<file path="src/rtl/wdog_2step.sv">
module wdog_2step #(
  parameter int CNT_W    = 16,
  parameter int RLD_W    = 8,
  parameter int TRIP     = 16'h7CFF,
  parameter int WIN      = 12,
  parameter int FAST_DIV = 24,
  parameter int SLOW_MUL = 16
) (
  input  logic             clk,
  input  logic             rst_n,
  input  logic             arm_wr,
  input  logic             start_wr,
  input  logic             reload_wr,
  input  logic [RLD_W-1:0] reload_din,
  output logic             timeout_now,
  output logic             rst_req
);

  localparam int SLOW_DIV = FAST_DIV * SLOW_MUL;
  localparam int PRE_W    = $clog2(SLOW_DIV);
  localparam int WIN_W    = $clog2(WIN + 1);
  localparam int SEG_LO   = CNT_W - RLD_W;

  logic             en;
  logic [CNT_W-1:0] cnt;
  logic [RLD_W-1:0] rld;
  logic [PRE_W-1:0] pre;
  logic [WIN_W-1:0] arm_left;

  wire             armed   = arm_left != '0;
  wire             refresh = start_wr && armed;
  wire [PRE_W-1:0] pre_lim = rld[RLD_W-1] ? PRE_W'(SLOW_DIV - 1) : PRE_W'(FAST_DIV - 1);
  wire             tick    = en && (pre >= pre_lim);
  wire [CNT_W-1:0] rld_val = {1'b0, rld[RLD_W-2:0], {SEG_LO{1'b0}}};

  assign timeout_now = en && (cnt == CNT_W'(TRIP));

  always_ff @(posedge clk or negedge rst_n) begin
    if (!rst_n) rld <= '0;
    else if (reload_wr) rld <= reload_din;
  end

  always_ff @(posedge clk or negedge rst_n) begin
    if (!rst_n) en <= 1'b0;
    else if (start_wr) en <= 1'b1;
  end

  always_ff @(posedge clk or negedge rst_n) begin
    if (!rst_n) arm_left <= '0;
    else if (arm_wr) arm_left <= WIN_W'(WIN);
    else if (refresh) arm_left <= '0;
    else if (armed) arm_left <= arm_left - 1'b1;
  end

  always_ff @(posedge clk or negedge rst_n) begin
    if (!rst_n) pre <= '0;
    else if (refresh) pre <= '0;
    else if (en) pre <= tick ? '0 : pre + 1'b1;
  end

  always_ff @(posedge clk or negedge rst_n) begin
    if (!rst_n) cnt <= '0;
    else if (refresh) cnt <= rld_val;
    else if (tick) cnt <= cnt + 1'b1;
  end

  always_ff @(posedge clk or negedge rst_n) begin
    if (!rst_n) rst_req <= 1'b0;
    else if (timeout_now) rst_req <= 1'b1;
  end


  en_hold_chk: assert property (@(posedge clk) disable iff (!rst_n) en |=> en);


  req_sticky_chk: assert property (@(posedge clk) disable iff (!rst_n) rst_req |=> rst_req);


  req_follow_chk: assert property (@(posedge clk) disable iff (!rst_n) timeout_now |=> rst_req);


  win_bound_chk: assert property (@(posedge clk) disable iff (!rst_n) arm_left <= WIN_W'(WIN));


  reload_chk: assert property (@(posedge clk) disable iff (!rst_n)
    refresh |=> (cnt == $past(rld_val)) && (pre == '0) && !armed || $past(arm_wr));


  trip_leave_chk: assert property (@(posedge clk) disable iff (!rst_n)
    (timeout_now && tick && !refresh) |=> !timeout_now);

endmodule

</file>
<file path="config.mk">
export PLATFORM = sky130hd
export DESIGN_NAME = wdog_2step
export DESIGN_NICKNAME = d
export VERILOG_FILES = /design/src/rtl/wdog_2step.sv
export SDC_FILE = /design/constraint.sdc
export NUM_CORES = 1
export LEC_CHECK = 0
export BUFFER_PORTS_ARGS = -buffer_cell sky130_fd_sc_hd__buf_2
export CAP_MARGIN = 20
export CORE_MARGIN = 2
export CORE_UTILIZATION = 55
export DETAILED_ROUTE_END_ITERATION = 16
export PLACE_DENSITY_LB_ADDON = 0.15
export SYNTH_ARGS = -nofsm -noshare
export SYNTH_HDL_FRONTEND = slang
export SYNTH_SLANG_ARGS = --single-unit
export TNS_END_PERCENT = 5
</file>
<file path="constraint.sdc">
create_clock -name clk -period 5.55 [get_ports clk]
set_input_delay 1.11 -clock clk [delete_from_list [all_inputs] [get_ports clk]]
set_output_delay 1.11 -clock clk [all_outputs]
set_load 0.1 [all_outputs]
</file>
==> impl_metrics.py <==
metrics = {
    "synth": {
        "synth_top_family_by_area": "simple AND/OR/NAND/NOR gates",
        "ys_seq_area_share_pct": 47.5,
        "synth_area_per_cell_um2": 9.98,
        "synth-xor-area-share_pct": 3.41,
        "synth_fa_ha_area_share_pct": 4.26,
        "synth_nets": 226,
        "ys.flop_type": "dfrtp_1",
        "syn_inst": 206,
        "synth_mux_area_share_pct": 4.32,
        "synth_edf_count": 0,
        "syn_area_um2": 2060,
        "async_flop_share_pct": 100,
        "yosys_warnings": 0,
        "synth_seq_cells": 39,
        "synth_compound_area_share_pct": 15.7,
        "synthSimpleGateAreaFrac_pct": 21.3,
        "synth.distinct_cells": 39,
    },
    "power_and_ir_drop": {
        "p_leak_nw": 0.935,
        "p_per_area_nw_per_um2": 259,
        "p_int_uw": 422,
        "seq_power_share_pct": 56.4,
        "ir_worst_vdd_uv": 187,
        "power_switching_uw": 152,
        "p_comb_share_pct": 11.7,
        "swShare_pct": 26.5,
        "pwr-share-clk_pct": 31.9,
    },
    "global_routing": {
        "first_global_vias": 1553,
        "antenna_found_initial": 0,
        "grt_use_total_pct": 22.8,
        "grt_first_pass_wirelength_um": 7280,
        "grt-ovfl-total": 0,
        "grt_max_degree": 40,
    },
    "clocking": {
        "clk-insertion-delay-late_ps": 290,
        "h-tree-depth": 2,
        "cts_tree": "built",
        "cts_made_buffers": 5,
        "hold_buffers": 0,
        "clockRootBuffer": "clkbuf_8",
        "cts_sinks": 39,
        "cts_resized": 0,
        "path_clk_slew_ps": 70,
        "cts_setup_buffers": 0,
        "ctsLongestPathBuffers": 2,
    },
    "sta": {
        "hold_viol": 0,
        "rsz0062_at_grt": "no",
        "worst_slew_pin_slew_ps": 1020,
        "fin_skew_ps": 5.25,
        "finalCriticalPeriod_ps": 3350,
        "fmax_mhz": 298,
        "relSlewSlack_pct": 31.6,
        "setup_violations": 0,
        "min_period_over_period_pct": 60.4,
        "slew_violations": 0,
        "fin_setup_tns_ps": 0,
    },
    "min_path": {
        "hold_path_depth": 1,
        "hp-class": "reg -> reg",
    },
    "worst_setup_path": {
        "crit_type": "reg -> out",
        "crit_fanout": 10,
        "crit_arrival_ps": 2240,
        "crit_required_ps": 4440,
        "rr_worst_depth": 7,
        "start_kind": "flop",
        "setup.worst_path.end_class": "output pin",
    },
    "die": {
        "die_w_um": 65.1,
        "die-area_um2": 4240,
        "start_util_pct": 56.6,
        "die_y_um": 65.1,
        "coreArea_um2": 3630,
        "io_pins": 15,
        "num_rows": 22,
    },
    "routing": {
        "drc_errors": 0,
        "drt_wl_total_um": 4150,
        "drtIter0Drc": 74,
        "antenna_left": 0,
        "via_count": 1640,
        "firstDrtPassIters": 4,
        "viasPerCell": 6.10,
        "wire_per_inst_um": 15.4,
    },
    "finish": {
        "nets": 240,
        "antenna_cells": 0,
        "fill_cells": 324,
        "drive_above_1_share_pct": 14.9,
        "area_growth_pct": 8.03,
        "fin_util_pct": 61.1,
    },
    "placement": {
        "numPortBuffers": 14,
        "dpl.hpwl_um": 2910,
        "place_congestion": 0.850,
    },
    "job": {
        "drv_cap": 0,
    },
    "outcome": {
        "outcome": "completed",
    },
}
-- cell families (layout without fill, tap and decap cells) --
kind of cell | count (synthesis) | count (layout)
mux | 8 | 8
simple gates | 83 | 83
xor+xnor | 8 | 8
compound gates | 47 | 47
buf+inv | 14 | 29
fa+ha+maj | 7 | 7
flops | 39 | 39
-- power groups by stage --
stage	sequential (mW)	clock [mW]	combinational, mW
after floorplan	0.322	0	0.0506
after global placement	0.327	0	0.0647
after detailed placement	0.329	0	0.0676
after CTS	0.323	0.187	0.0681
after global routing	0.328	0.199	0.0772
final	0.324	0.183	0.0674
-- sequential cells by signal, summed over array words and instances (netlist names) --
register,flops
en,1
rst_req,1
cnt,16
rld,8
pre,9
arm_left,4
-- area by class of cell --
| type | instances | area (um2) | area share, % |
|---|---|---|---|
| clock buffer | 7 | 76.3 | 3.44 |
| clock inverter | 1 | 5.00 | 0.225 |
| inverter | 7 | 26.3 | 1.18 |
| multi-input combinational | 153 | 1010 | 45.4 |
| sequential | 39 | 976 | 43.9 |
| tap | 48 | 60.1 | 2.70 |
| timing repair buffer | 14 | 70.1 | 3.15 |
-- cell usage in the layout (no fill, tap or decap), drive strengths merged --
master / count
a211o: 1
a21o: 1
a21oi: 13
a22oi: 1
a31o: 1
a31oi: 8
and2: 1
and3: 5
buf: 14
clkbuf: 7
clkinv: 1
dfrtp: 39
ha: 7
inv: 7
mux2: 7
mux2i: 1
nand2: 13
nand2b: 3
nand3: 9
nand3b: 1
nand4: 5
nor2: 23
nor2b: 1
nor3: 3
nor3b: 1
nor4: 1
o2111ai: 3
o21ai: 4
o21bai: 1
o31ai: 12
o32a: 1
o32ai: 1
or2: 3
or3: 2
or4: 12
xnor2: 3
xor2: 5
-- layer usage --
metal,part of all wire (%),GRT usage [%]
met3,3.4,5.14
met2,51,38.1
met1,44,29.5
met4,1.5,7.81
met5,0,0
-- through the flow --
step                power, mW  std cells  hold slack, ps  area (um2)  setup WS, ps
detailed placement      0.396        261             456        2140          2510
finish                  0.574        269             473        2220          2200
floorplan               0.372        206             481        2060           588
CTS                     0.578        269             473        2220          2190
global placement        0.391        261             456        2140          2580
global route            0.604        269             483        2220          2060
-- synth_stat cells (all sizes together), types with 2 or more instances --
| cell | n | area share (%) |
|---|---|---|
| o31ai | 12 | 4.4 |
| or2 | 3 | 0.91 |
| dfrtp | 39 | 47 |
| or3 | 2 | 0.61 |
| clkbuf | 3 | 0.55 |
| xnor2 | 3 | 1.3 |
| o21ai | 4 | 0.97 |
| mux2 | 7 | 3.8 |
| or4 | 12 | 4.4 |
| nand2 | 13 | 2.4 |
| xor2 | 5 | 2.1 |
| nor3 | 3 | 0.73 |
| nand3 | 9 | 2.2 |
| nand4 | 5 | 1.8 |
| nand2b | 3 | 0.91 |
| inv | 7 | 1.3 |
| o2111ai | 3 | 1.3 |
| and3 | 5 | 1.5 |
| ha | 7 | 4.3 |
| a31oi | 8 | 2.4 |
| buf | 4 | 1.7 |
| nor2 | 23 | 4.2 |
| a21oi | 13 | 3.2 |
-- worst max-delay path, stage by stage, from the launching register on --
cell	delay (ps)
dfrtp_1	540
inv_1	180
or4_1	490
nor4_1	250
buf_2	490
-- final timing paths --
check | from | endpoint | slack, ps
max in group asynchronous | rst_n | pre[2] | 4090
worst min-delay path | rst_req | rst_req | 470
worst max register to register | arm_left[0] | pre[6] | 3250
worst min register to register | rst_req | rst_req | 470
min in group asynchronous | rst_n | pre[0] | 920
worst max-delay path | en | timeout_now | 2200
No activity file was read; power rests on OpenSTA's default activity.
